[config.mk]
export PLATFORM = sky130hd
export DESIGN_NAME = rx_addr_filter
export DESIGN_NICKNAME = d
export VERILOG_FILES = /design/src/rtl/afl_pkg.sv /design/src/rtl/afl_byte_collect.sv /design/src/rtl/afl_ucast_cmp.sv /design/src/rtl/afl_group_hash.sv /design/src/rtl/rx_addr_filter.sv
export SDC_FILE = /design/constraint.sdc
export NUM_CORES = 1
export LEC_CHECK = 0
export BUFFER_PORTS_ARGS = -buffer_cell sky130_fd_sc_hd__clkbuf_2
export CORE_ASPECT_RATIO = 2
export CORE_MARGIN = 10
export CORE_UTILIZATION = 49
export DETAILED_ROUTE_END_ITERATION = 16
export GPL_TIMING_DRIVEN = 0
export PLACE_DENSITY = 0.72
export SYNTH_ARGS = -nofsm -noshare
export SYNTH_HDL_FRONTEND = slang
export SYNTH_HIERARCHICAL = 1
export SYNTH_SLANG_ARGS = --single-unit
export TNS_END_PERCENT = 50
[constraint.sdc]
create_clock -name clk -period 3.9 [get_ports clk]
set_input_delay 0.975 -clock clk [delete_from_list [all_inputs] [get_ports clk]]
set_output_delay 0.975 -clock clk [all_outputs]
set_load 0.1 [all_outputs]
[src/rtl/afl_pkg.sv]
package afl_pkg;

    // Address geometry
    localparam int ADDR_BYTES = 6;
    localparam int ADDR_BITS  = ADDR_BYTES * 8;
    localparam int REG_W      = 32;
    localparam int HI_W       = ADDR_BITS - REG_W;

    // Group table geometry
    localparam int HASH_W     = 6;
    localparam int GRP_BITS   = 1 << HASH_W;
    localparam int CHUNKS     = ADDR_BITS / HASH_W;

    // Station entries
    localparam int NUM_UC     = 2;

    typedef logic [ADDR_BITS-1:0] mac_t;
    typedef logic [HASH_W-1:0]    hidx_t;

    // Control word; packed so that uc_en sits at bits 1:0, hash_all at 2, bcast_en at 3
    typedef struct packed {
        logic              bcast_en;
        logic              hash_all;
        logic [NUM_UC-1:0] uc_en;
    } rxctl_t;

    // Per-frame configuration image captured at start
    typedef struct packed {
        mac_t [NUM_UC-1:0]   uc;
        logic [GRP_BITS-1:0] grp;
        rxctl_t              ctl;
        logic                len_ok;
    } snap_t;

    // Individual acceptance sources
    typedef struct packed {
        logic [NUM_UC-1:0] uc;
        logic              bcast;
        logic              grp;
    } hits_t;

    function automatic mac_t mac_from_regs(input logic [REG_W-1:0] lo,
                                           input logic [HI_W-1:0]  hi);
        return {hi, lo};
    endfunction

    function automatic hidx_t fold_hash(input mac_t a);
        hidx_t h;
        h = '0;
        for (int c = 0; c < CHUNKS; c++) begin
            h ^= a[c*HASH_W +: HASH_W];
        end
        return h;
    endfunction

endpackage

[src/rtl/afl_byte_collect.sv]
module afl_byte_collect
    import afl_pkg::*;
(
    input  logic       clk,
    input  logic       rst,
    input  logic       start,
    input  logic       byte_vld,
    input  logic [7:0] byte_data,
    output mac_t       addr,
    output logic       addr_done
);
    localparam int CNT_W = $clog2(ADDR_BYTES + 1);
    localparam logic [CNT_W-1:0] FULL = CNT_W'(ADDR_BYTES);
    localparam logic [CNT_W-1:0] LAST = CNT_W'(ADDR_BYTES - 1);

    logic [CNT_W-1:0] cnt;
    logic [CNT_W-1:0] slot;
    logic             take;

    always_comb begin
        slot = start ? '0 : cnt;
        take = start || (byte_vld && (cnt < FULL));
    end

    always_ff @(posedge clk) begin
        if (rst) begin
            cnt       <= FULL;
            addr      <= '0;
            addr_done <= 1'b0;
        end else begin
            addr_done <= take && (slot == LAST);
            if (take) begin
                addr[{slot, 3'b000} +: 8] <= byte_data;
                cnt                       <= slot + 1'b1;
            end
        end
    end

    a_r10_cnt_bound: assert property (@(posedge clk) disable iff (rst)
        cnt <= FULL);

    a_r10_idle_quiet: assert property (@(posedge clk) disable iff (rst)
        (cnt == FULL && !start) |=> !addr_done);

endmodule

[src/rtl/afl_ucast_cmp.sv]
module afl_ucast_cmp
    import afl_pkg::*;
(
    input  logic enable,
    input  mac_t ref_addr,
    input  mac_t rx_addr,
    output logic hit
);
    logic same;

    always_comb begin
        same = (ref_addr == rx_addr);
        hit  = enable && same;
    end

endmodule

[src/rtl/afl_group_hash.sv]
module afl_group_hash
    import afl_pkg::*;
(
    input  mac_t                rx_addr,
    input  logic [GRP_BITS-1:0] table_bits,
    input  logic                hash_all,
    output logic                hit
);
    localparam int HALF = GRP_BITS / 2;

    hidx_t           idx;
    logic [HALF-1:0] half_sel;
    logic            bit_sel;
    logic            eligible;

    always_comb begin
        idx      = fold_hash(rx_addr);
        half_sel = idx[HASH_W-1] ? table_bits[GRP_BITS-1:HALF] : table_bits[HALF-1:0];
        bit_sel  = half_sel[idx[HASH_W-2:0]];
        eligible = hash_all || rx_addr[0];
        hit      = eligible && bit_sel;
    end

endmodule

[src/rtl/rx_addr_filter.sv]
module rx_addr_filter
    import afl_pkg::*;
#(
    parameter int LEN_W         = 16,
    parameter int MIN_FRAME_LEN = 12
) (
    input  logic             clk,
    input  logic             rst,
    input  logic             rx_sof,
    input  logic             rx_vld,
    input  logic [7:0]       rx_byte,
    input  logic [LEN_W-1:0] rx_len,
    input  logic [31:0]      uc0_lo,
    input  logic [15:0]      uc0_hi,
    input  logic [31:0]      uc1_lo,
    input  logic [15:0]      uc1_hi,
    input  logic [31:0]      grp_lo,
    input  logic [31:0]      grp_hi,
    input  logic [3:0]       rx_ctrl,
    output logic             dec_valid,
    output logic             dec_accept
);
    localparam logic [LEN_W-1:0] MIN_LEN = LEN_W'(MIN_FRAME_LEN);

    logic   start;
    snap_t  snap;
    rxctl_t ctl_in;
    mac_t   rx_addr;
    logic   addr_done;
    hits_t  hits;
    logic   accept_n;

    assign start  = rx_sof && rx_vld;
    assign ctl_in = rxctl_t'(rx_ctrl);

    // Configuration image, frozen for the frame at its start
    always_ff @(posedge clk) begin
        if (rst) begin
            snap <= '0;
        end else if (start) begin
            snap.uc[0] <= mac_from_regs(uc0_lo, uc0_hi);
            snap.uc[1] <= mac_from_regs(uc1_lo, uc1_hi);
            snap.grp   <= {grp_hi, grp_lo};
            snap.ctl   <= ctl_in;
            snap.len_ok <= (rx_len >= MIN_LEN);
        end
    end

    afl_byte_collect u_collect (
        .clk       (clk),
        .rst       (rst),
        .start     (start),
        .byte_vld  (rx_vld),
        .byte_data (rx_byte),
        .addr      (rx_addr),
        .addr_done (addr_done)
    );

    for (genvar e = 0; e < NUM_UC; e++) begin : g_uc
        afl_ucast_cmp u_cmp (
            .enable   (snap.ctl.uc_en[e]),
            .ref_addr (snap.uc[e]),
            .rx_addr  (rx_addr),
            .hit      (hits.uc[e])
        );
    end

    afl_group_hash u_grp (
        .rx_addr    (rx_addr),
        .table_bits (snap.grp),
        .hash_all   (snap.ctl.hash_all),
        .hit        (hits.grp)
    );

    assign hits.bcast = snap.ctl.bcast_en && (&rx_addr);
    assign accept_n   = ((|hits.uc) || hits.bcast || hits.grp) && snap.len_ok;

    // Decision register
    always_ff @(posedge clk) begin
        if (rst) begin
            dec_valid  <= 1'b0;
            dec_accept <= 1'b0;
        end else if (start) begin
            dec_valid  <= 1'b0;
            dec_accept <= 1'b0;
        end else if (addr_done) begin
            dec_valid  <= 1'b1;
            dec_accept <= accept_n;
        end
    end

    a_r8_clear_on_start: assert property (@(posedge clk) disable iff (rst)
        start |=> !dec_valid);

    a_r8_hold: assert property (@(posedge clk) disable iff (rst)
        (dec_valid && !start) |=> (dec_valid && $stable(dec_accept)));

    a_r8_rise_after_addr: assert property (@(posedge clk) disable iff (rst)
        $rose(dec_valid) |-> $past(addr_done));

    a_r7_short_drop: assert property (@(posedge clk) disable iff (rst)
        (dec_valid && !snap.len_ok) |-> !dec_accept);

    a_r5_group_eligible: assert property (@(posedge clk) disable iff (rst)
        hits.grp |-> (snap.ctl.hash_all || rx_addr[0]));

endmodule

==> results of run 1 <==
flip-flops by register name (all words and copies together) (netlist names):
name and count:
u_collect/addr_done 1, dec_valid 1, u_collect/cnt 3, u_collect/addr 48, dec_accept 1, snap 165
layer usage:
metal	up-vias	track usage [%]	routed length, µm
met3	100	3.97	1870
met1	4337	24.8	12400
li1	4438	-	-
met2	354	46.7	18800
met4	0	16.4	2430
met5	-	0	0
power groups by stage:
stage,Clock (W),Combinational [W],Sequential [W]
finish,0.00211,0.000660,0.00242
global route,0.00220,0.000721,0.00242
CTS,0.00212,0.000655,0.00242
detailed placement,0,0.000653,0.00247
global placement,0,0.000642,0.00246
floorplan,0,0.000422,0.00243
cell families after synthesis:
| group | Yosys count | share of synthesized area (%) |
|---|---|---|
| AOI/OAI and AO/OA | 226 | 12.1 |
| and+or+nand+nor | 475 | 21.0 |
| xor gates and xnor gates | 139 | 12.4 |
| buffers and inverters | 77 | 4.06 |
| DFF | 219 | 43.4 |
| muxes | 44 | 6.47 |
| adders and majority gates | 5 | 0.619 |
cell type report:
cell class	count	area [µm²]	area share [%]
Timing Repair Buffer	191	956	7.90
Buffer	72	393	3.25
Multi-Input combinational cell	889	5320	44.0
Inverter	5	18.8	0.155
Tap cell	266	333	2.75
Sequential cell	219	4380	36.2
Clock inverter	7	113	0.930
Clock buffer	28	582	4.81
layout by cell type, fill, tap and decap left out, types with 2 or more instances in the layout:
cell type,n
inv_1,4
o2111ai_1,3
nand2_1,341
o21ai_0,23
mux4_2,4
o21bai_1,4
ha_1,5
buf_1,8
buf_6,5
clkbuf_2,192
nor4_1,27
nor4_2,2
dfxtp_1,219
buf_2,34
xnor2_1,38
nand4_1,17
clkbuf_1,20
clkbuf_16,21
nand3b_1,18
nand3_1,22
nor3_1,3
mux2i_1,29
bufinv_16,3
a21oi_1,183
clkinv_2,3
mux4_1,10
clkbuf_8,3
nand2b_1,17
buf_4,7
xnor2_4,2
xor2_1,98
and2_1,2
nor2_1,16
metrics by stage:
| step | util, % | hold slack (ps) |
|---|---|---|
| after global routing | 59.4 | 468 |
| final | 59.4 | 451 |
| after CTS | 59.4 | 450 |
| after detailed placement | 55.9 | 442 |
| after floorplan | - | 432 |
| after global placement | 55.9 | 438 |
cells in the mapped netlist, types with 2 or more instances:
| cell | n |
|---|---|
| buf_4 | 7 |
| nor3_1 | 3 |
| mux4_1 | 10 |
| o21bai_1 | 4 |
| buf_6 | 5 |
| nor4_2 | 2 |
| buf_1 | 8 |
| xnor2_1 | 38 |
| buf_2 | 34 |
| a21oi_1 | 183 |
| nand4_1 | 17 |
| nand2b_1 | 17 |
| and2_1 | 2 |
| xnor2_2 | 2 |
| inv_1 | 4 |
| o21ai_0 | 23 |
| mux2i_1 | 29 |
| clkbuf_1 | 17 |
| nand3b_1 | 18 |
| xor2_1 | 98 |
| nor2_1 | 16 |
| ha_1 | 5 |
| mux4_2 | 4 |
| nor4_1 | 27 |
| nand2_1 | 341 |
| o2111ai_1 | 3 |
| nand3_1 | 22 |
| dfxtp_1 | 219 |
critical path: cells and delay by family (launching register included):
| family | cells | cell delay (ps) |
|---|---|---|
| flops | 1 | 610 |
| compound gates | 5 | 920 |
| xor+xnor | 3 | 860 |
| mux | 3 | 950 |
| buf+inv | 1 | 260 |
worst paths after layout:
kind | from | endpoint | slack [ps] | cells after the start
worst max-delay path | u_collect/addr[35]$_SDFFE_PP0P_ | dec_accept$_SDFFE_PP0P_ | 210 | 12
worst min register to register | snap[41]$_SDFFE_PP0P_ | snap[41]$_SDFFE_PP0P_ | 450 | 2
worst max register to register | u_collect/addr[35]$_SDFFE_PP0P_ | dec_accept$_SDFFE_PP0P_ | 210 | 12
worst min-delay path | snap[41]$_SDFFE_PP0P_ | snap[41]$_SDFFE_PP0P_ | 450 | 2
timing repair:
action                     4_1_cts  5_1_grt
setup endpoints to repair        0       10
hold endpoints to repair         0        0
setup buffers                    0        0
resized for setup                0        3
==> impl_metrics.py, run 1 <==
metrics = {
    "worst_setup_path": {
        "end_kind": "flip-flop",
        "arrival_ps": 4090,
        "timing.critical_path.slowest_stage_cell": "mux4_1",
        "critical_path_cell_sequence": "xnor2_1 -> xnor2_1 -> xnor2_4 -> buf_6 -> mux4_1 -> mux2i_1 -> mux2i_1 -> o22ai_1 -> a211oi_2 -> o311ai_0 -> a21oi_1 -> a41o_1",
        "start_kind": "flip-flop",
        "worst_ep_required_time_ps": 4300,
        "critPathMaxStageDelay_ps": 620,
        "critPathMaxFanout": 10,
        "critical_path_class": "flip-flop to flip-flop",
    },
    "clock_tree": {
        "holdBufCountCts": 0,
        "cts_max_path_buffers": 3,
        "cts_tree": "done",
        "clkSlewWorstSetupHoldPaths_ps": 70,
        "cts_buf_count": 20,
        "htreeDepth": 1,
        "clockRootBuffer": "clkbuf_16",
        "worst_skew_pair.late_latency_ps": 510,
        "numClockSinks": 219,
    },
    "sta": {
        "final_max_slew_viol_count": 0,
        "grt_setup_unrepaired": "no",
        "setup_total_negative_slack_ps": 0,
        "fin_crit_ps": 3690,
        "post-route-period-util_pct": 94.6,
        "maxSlewHeadroom_pct": 46.3,
        "final-hold-violation-count": 0,
        "clock.fmax_mhz": 271,
        "setup_slack_ps": 212,
        "report.final.setup_viol": 0,
        "slew_at_the_pin_closest_to_its_max_slew_limit_ps": 805,
        "finalClockSkew_ps": 21.2,
    },
    "synth": {
        "net_count_after_synthesis": 1382,
        "synth_edf_count": 0,
        "synth_largest_area_cell": "dfxtp_1",
        "async_flop_share_pct": 0,
        "synth_seq_cells": 219,
        "cell_count_after_synthesis": 1185,
        "avgSynthCellArea_um2": 8.53,
        "mappedNetlistArea_um2": 10100,
        "number_of_warnings_issued_by_yosys": 6,
        "synthDominantCellAreaShare_pct": 43.4,
        "post_synth_num_cell_types": 55,
        "yosysSeqAreaShare_pct": 43.4,
        "yosys_most_used_dff": "dfxtp_1",
        "synthTopCellsByArea": "dfxtp_1 (43%), nand2_1 (13%), a21oi_1 (9.1%)",
    },
    "route": {
        "drtIter0Drc": 626,
        "detail_route.vias_per_cell": 5.50,
        "detail_route.drc_violations": 0,
        "dr_total_vias": 9229,
        "drt_pre_antenna_iters": 5,
        "overall_routed_net_length_mm": 35.5,
        "avgRoutedWirePerCell_um": 21.2,
        "ant_nets": 0,
    },
    "floorplan": {
        "io_pins": 194,
        "core_um2": 20400,
        "floorplan.die.width_um": 122,
        "die_area_um2": 27100,
        "placementRows": 74,
        "fp.dieH_um": 223,
        "floorplan.initialDensity_pct": 49.6,
    },
    "pwr": {
        "logic_gate_share_of_total_power_pct": 12.7,
        "seq_power_share_pct": 46.6,
        "cellPowerDensity_nw_per_um2": 429,
        "power.leakage_nw": 5.26,
        "power_switching_w": 0.00133,
        "power.ir.vdd_worst_mv": 0.417,
        "power.share.switching_pct": 25.6,
        "power.share.clock_pct": 40.7,
        "p_int_w": 0.00386,
        "finalPower_w": 0.00519,
    },
    "cells_and_area": {
        "filler_cell_count": 1935,
        "drive_gt1_share_pct": 20.6,
        "synthToLayoutAreaGrowth_pct": 19.7,
        "number_of_inserted_diodes": 0,
        "nets": 1595,
        "instances_no_fill": 1677,
        "finalInstanceArea_um2": 12100,
    },
    "outcome": {
        "run_status": "finished clean",
    },
    "grt": {
        "grt_pass1_vias": 9504,
        "globalRouteOverflowTotal": 0,
        "grt_usage_pct": 25.2,
        "first_pass_grt_wire_length_mm": 52.9,
        "maximum_number_of_pins_on_one_net_before_global_route_repair": 16,
        "antenna_found_initial": 0,
    },
    "placed_design": {
        "finalWeightedCongestion": 1.01,
        "hpwlAfterDp_mm": 28.0,
        "port_buffers": 191,
        "placed_cells": 1642,
        "dp_worst_setup_slack_ps": -395,
        "dpl_cell_area_um2": 11400,
    },
    "run": {
        "max_cap_violations": 0,
    },
    "hold_path": {
        "path_class_of_the_lowest_slack_min_delay_path": "flip-flop to flip-flop",
    },
}
Power figures use the tool's default switching activity.
==> run 2: changes to the inputs <==
CELL_PAD_IN_SITES_DETAIL_PLACEMENT = 1   (was unset)
CELL_PAD_IN_SITES_GLOBAL_PLACEMENT = 1   (was unset)
CORE_UTILIZATION = 41   (was 49)
PLACE_DENSITY = unset   (was 0.72)
PLACE_DENSITY_LB_ADDON = 0.1   (was unset)
clock period = 4.2 ns   (was 3.9 ns; I/O delays follow)
==> run 2 against run 1 <==
Combinational power down 6.2%. Wire length up 8.9%. Total power down 3.9%. Critical path type is now primary input to flip-flop. Critical endpoint is now u_collect/addr[23]$_SDFFE_PP0P_.
==> impl_metrics.py, run 2 (synthesized netlist as in run 1, its figures left out) <==
metrics = {
    "floorplan": {
        "core_um2": 24400,
        "fp.dieH_um": 242,
        "placementRows": 81,
        "io_pins": 194,
        "die_area_um2": 31700,
        "floorplan.die.width_um": 131,
        "floorplan.initialDensity_pct": 41.4,
    },
    "route": {
        "drt_pre_antenna_iters": 5,
        "overall_routed_net_length_mm": 38.6,
        "dr_total_vias": 9178,
        "met1Wirelength_mm": 13.3,
        "routed_length_on_met3_mm": 1.72,
        "drtIter0Drc": 485,
        "detail_route.vias_per_cell": 5.26,
        "avgRoutedWirePerCell_um": 22.2,
        "ant_nets": 0,
        "route.top_layer_used": "met4",
        "met2_routed_wl_mm": 21.4,
        "detail_route.drc_violations": 0,
    },
    "placed_design": {
        "finalWeightedCongestion": 0.931,
        "hpwlAfterDp_mm": 30.9,
        "port_buffers": 191,
    },
    "pwr": {
        "power.leakage_nw": 5.29,
        "power.ir.vdd_worst_mv": 0.377,
        "finalPower_w": 0.00498,
        "cellPowerDensity_nw_per_um2": 407,
    },
    "cells_and_area": {
        "most_frequent_standard_cell_in_the_layout_excluding_fill_and_tap_cells": "nand2_1",
        "layout_common_cells": "nand2_1 (341), dfxtp_1 (219), clkbuf_2 (191)",
        "regMostFlops": "snap",
        "nets": 1595,
        "synthToLayoutAreaGrowth_pct": 21.1,
        "number_of_inserted_diodes": 0,
        "reg_top3": "snap: 165 flops, u_collect/addr: 48 flops, u_collect/cnt: 3 flops",
        "largest_register_ffs": 165,
        "drive_gt1_share_pct": 20.8,
    },
    "hold_path": {
        "depth_of_the_worst_hold_timing_path": 2,
        "path_class_of_the_lowest_slack_min_delay_path": "flip-flop to flip-flop",
    },
    "sta": {
        "grt_setup_unrepaired": "no",
        "fin_crit_ps": 3970,
        "clock.fmax_mhz": 252,
        "final_max_slew_viol_count": 0,
        "maxSlewHeadroom_pct": 46.2,
        "slew_at_the_pin_closest_to_its_max_slew_limit_ps": 805,
        "post-route-period-util_pct": 94.4,
        "finalClockSkew_ps": 7.71,
        "final-hold-violation-count": 0,
        "report.final.setup_viol": 0,
        "setup_total_negative_slack_ps": 0,
    },
    "clock_tree": {
        "clkSlewWorstSetupHoldPaths_ps": 70,
        "htreeDepth": 1,
        "cts_buf_count": 20,
        "clockRootBuffer": "clkbuf_16",
        "cts-resized-gates": 0,
        "cts_tree": "done",
        "worst_skew_pair.late_latency_ps": 510,
        "cts.repair_timing.setup_buffer_count": 0,
        "cts_max_path_buffers": 3,
        "holdBufCountCts": 0,
        "numClockSinks": 219,
    },
    "worst_setup_path": {
        "worst_ep_required_time_ps": 4600,
        "critical_path_class": "primary input to flip-flop",
        "critPathMaxFanout": 12,
        "cpMostUsedCell": "ha_1",
        "arrival_ps": 4370,
        "ff2ff_setup_slack_ps": 340,
        "ff2ff_path_depth": 12,
        "end_kind": "flip-flop",
        "critical_path_cell_sequence": "clkbuf_2 -> nand2_1 -> inv_2 -> buf_2 -> and2b_1 -> clkbuf_1 -> inv_1 -> ha_1 -> ha_1 -> nor4b_4 -> o2111ai_1 -> buf_4 -> nand3b_1 -> o21ai_0",
        "timing.critical_path.slowest_stage_cell": "clkbuf_1",
        "start_kind": "primary input",
        "critPathMaxStageDelay_ps": 450,
    },
    "run": {
        "max_cap_violations": 0,
    },
    "grt": {
        "first_pass_grt_wire_length_mm": 58.2,
        "antenna_found_initial": 0,
        "grt_pass1_vias": 10100,
        "maximum_number_of_pins_on_one_net_before_global_route_repair": 17,
        "grt_usage_pct": 24.2,
        "globalRouteOverflowTotal": 0,
    },
    "outcome": {
        "run_status": "finished clean",
    },
}
run 2: cell types whose count changed in the layout (fill, tap and decap cells not counted), sizes merged:
cell and delta:
clkbuf -4, bufinv +2, clkinv +2, clkinvlp +1
run 2: path summary, 6_finish.rpt:
kind	startpoint	to
hold / removal	snap[41]$_SDFFE_PP0P_	snap[41]$_SDFFE_PP0P_
setup reg to reg	u_collect/addr[29]$_SDFFE_PP0P_	dec_accept$_SDFFE_PP0P_
setup / recovery	rx_vld	u_collect/addr[23]$_SDFFE_PP0P_
hold reg to reg	snap[41]$_SDFFE_PP0P_	snap[41]$_SDFFE_PP0P_
run 2: metrics by stage:
stage	setup WS, ps	hold WS [ps]	util [%]	cell area (µm²)	std cells
after global placement	-226	437	47.0	11500	1708
after detailed placement	-274	445	47.0	11500	1708
after CTS	98.7	455	50.1	12200	1744
after global routing	34.2	472	50.1	12200	1744
after floorplan	701	432	-	10100	1185
final	233	451	50.1	12200	1744
run 2: final cells by class:
cell class              count  area [µm²]
plain buffers              72         392
flip-flops and latches    219        4380
inverters                   5        18.8
multi-input cells         889        5320
clock buffers              24         557
well taps                 332         415
fillers                  2989       12200
repair buffers            191         956
clock inverters            12         194
run 2: routing by layer:
metal | global-route usage, % | up-vias
met4 | 13.1 | 0
met3 | 3.40 | 94
met1 | 23.2 | 4384
li1 | - | 4440
met2 | 46.9 | 260
met5 | 0 | -
run 2: worst max-delay path: cells and delay by family:
kind            cells  cell delay [ps]
compound gates      2              470
fa+ha+maj           2              580
buf+inv             6             1390
simple gates        4              870
run 2: power breakdown:
| group | internal (W) | switching (W) |
|---|---|---|
| Sequential | 0.00216 | 0.0000884 |
| Clock | 0.00126 | 0.000858 |
| Combinational | 0.000272 | 0.000347 |
==> run 3: changes to the inputs <==
ABC_AREA = 1   (was unset)
CORE_UTILIZATION = 40   (was 41)
GPL_ROUTABILITY_DRIVEN = 0   (was unset)
==> run 3 against run 2 <==
Clock power down 3%. Sequential share of layout area is 3.1 points lower. Largest power group unchanged. Critical path type unchanged. Hold slack better by 31 ps.
==> impl_metrics.py, run 3 <==
metrics = {
    "grt": {
        "first_pass_grt_wire_length_mm": 70.8,
        "globalRouteOverflowTotal": 0,
        "maximum_number_of_pins_on_one_net_before_global_route_repair": 17,
        "grt_pass1_vias": 12700,
        "antenna_found_initial": 0,
        "grt_usage_pct": 25.2,
    },
    "sta": {
        "grt_setup_unrepaired": "no",
        "setup_total_negative_slack_ps": 0,
        "post-route-period-util_pct": 80.6,
        "clock.fmax_mhz": 295,
        "finalClockSkew_ps": 27.9,
        "fin_crit_ps": 3390,
        "slew_at_the_pin_closest_to_its_max_slew_limit_ps": 901,
        "final_max_slew_viol_count": 0,
        "maxSlewHeadroom_pct": 39.5,
        "final-hold-violation-count": 0,
        "report.final.setup_viol": 0,
    },
    "worst_setup_path": {
        "arrival_ps": 3830,
        "worst_ep_required_time_ps": 4640,
        "end_kind": "flip-flop",
        "critPathMaxFanout": 12,
        "start_kind": "primary input",
        "critical_path_class": "primary input to flip-flop",
    },
    "clock_tree": {
        "worst_skew_pair.late_latency_ps": 540,
        "cts_max_path_buffers": 3,
        "cts_tree": "done",
        "cts-resized-gates": 0,
        "numClockSinks": 219,
        "cts_buf_count": 22,
        "htreeDepth": 1,
        "clockRootBuffer": "clkbuf_16",
        "cts.repair_timing.setup_buffer_count": 0,
        "holdBufCountCts": 0,
        "clkSlewWorstSetupHoldPaths_ps": 70,
    },
    "cells_and_area": {
        "drive_gt1_share_pct": 17.4,
        "nets": 2136,
        "synthToLayoutAreaGrowth_pct": 18.9,
        "regMostFlops": "snap",
        "layout_common_cells": "nor2_1 (463), nand2_1 (328), dfxtp_1 (219)",
        "largest_register_ffs": 165,
        "most_frequent_standard_cell_in_the_layout_excluding_fill_and_tap_cells": "nor2_1",
        "number_of_inserted_diodes": 0,
        "reg_top3": "snap: 165 flops, u_collect/addr: 48 flops, u_collect/cnt: 3 flops",
    },
    "floorplan": {
        "die_area_um2": 35700,
        "floorplan.die.width_um": 139,
        "fp.dieH_um": 257,
        "io_pins": 194,
        "floorplan.initialDensity_pct": 40.8,
        "core_um2": 27700,
        "placementRows": 86,
    },
    "route": {
        "dr_total_vias": 11900,
        "detail_route.drc_violations": 0,
        "avgRoutedWirePerCell_um": 20.1,
        "overall_routed_net_length_mm": 46.4,
        "ant_nets": 0,
        "drtIter0Drc": 457,
        "drt_pre_antenna_iters": 5,
        "detail_route.vias_per_cell": 5.14,
    },
    "synth": {
        "synth_seq_cells": 219,
        "post_synth_num_cell_types": 38,
        "net_count_after_synthesis": 1921,
        "cell_count_after_synthesis": 1724,
        "synth_edf_count": 0,
        "yosys_most_used_dff": "dfxtp_1",
        "synthTopCellsByArea": "dfxtp_1 (39%), nor2_1 (15%), nand2_1 (11%)",
        "mappedNetlistArea_um2": 11300,
        "synth_largest_area_cell": "dfxtp_1",
        "avgSynthCellArea_um2": 6.54,
        "async_flop_share_pct": 0,
        "most_repeated_cell_in_the_gate_level_netlist_after_synthesis": "nor2_1",
        "synthDominantCellAreaShare_pct": 38.9,
        "yosysSeqAreaShare_pct": 38.9,
        "synth_top_cells_by_count": "nor2_1 (463), nand2_1 (328), dfxtp_1 (219)",
        "number_of_warnings_issued_by_yosys": 6,
    },
    "run": {
        "max_cap_violations": 0,
    },
    "placed_design": {
        "hpwlAfterDp_mm": 37.6,
        "port_buffers": 191,
    },
    "hold_path": {
        "path_class_of_the_lowest_slack_min_delay_path": "flip-flop to flip-flop",
    },
    "outcome": {
        "run_status": "finished clean",
    },
    "pwr": {
        "finalPower_w": 0.00556,
        "cellPowerDensity_nw_per_um2": 414,
        "power.leakage_nw": 5.82,
        "power.ir.vdd_worst_mv": 0.348,
    },
}
-- run 3: stage by stage --
stage / hold slack (ps) / worst slack [ps] / std cells / util [%] / area (µm²)
CTS: 484 / 874 / 2307 / 48.5 / 13400
global route: 502 / 740 / 2307 / 48.5 / 13400
detailed placement: 467 / 310 / 2267 / 45.8 / 12700
finish: 482 / 813 / 2307 / 48.5 / 13400
floorplan: 447 / 1120 / 1724 / - / 11300
global placement: 454 / 364 / 2267 / 45.8 / 12700
-- run 3: power by group --
group	switching, W	total [W]	internal, W
Combinational	0.000716	0.00114	0.000427
Sequential	0.000156	0.00236	0.00220
Clock	0.000911	0.00205	0.00114
-- run 3: worst paths after layout --
kind         slack (ps)                              to                             from  cells past startpoint
max reg2reg        1090         dec_accept$_SDFFE_PP0P_  u_collect/addr[42]$_SDFFE_PP0P_                     22
min                 480            snap[3]$_SDFFE_PP0P_             snap[3]$_SDFFE_PP0P_                      2
max                 810  u_collect/addr[0]$_SDFFE_PP0P_                           rx_vld                     12
min reg2reg         480            snap[3]$_SDFFE_PP0P_             snap[3]$_SDFFE_PP0P_                      2
-- run 3: cells by family (layout without fill, tap and decap cells) --
logic type | count (synthesis) | after routing | share of synthesized area, %
simple gates | 972 | 972 | 36.8
xor+xnor | 38 | 38 | 3.02
fa+ha+maj | 5 | 5 | 0.555
compound gates | 254 | 254 | 11.4
buf+inv | 236 | 467 | 9.36
flops | 219 | 219 | 38.9
-- run 3: metal layers --
layer  track usage (%)  wire (µm)  part of all wire, %
met5                 0          0                    0
met4              18.4       3720                  8.0
met3              3.89       1790                  3.8
met2              48.6      25000                   54
met1              23.1      15900                   34
-- run 3: critical path, cell delays in order --
cell	delay, ps
clkbuf_2	130
nand2_2	140
inv_2	110
buf_2	360
inv_2	180
nand2_2	200
ha_1	190
ha_1	330
nor3_1	770
nand4_1	210
nand2_1	110
nor2_1	40
-- run 3: cell type report --
class | count | area, µm²
Multi-Input combinational cell | 1269 | 5830
Timing Repair Buffer | 191 | 956
Fill cell | 3764 | 14200
Buffer | 75 | 445
Inverter | 161 | 609
Tap cell | 352 | 440
Clock inverter | 13 | 150
Clock buffer | 27 | 589
Sequential cell | 219 | 4380
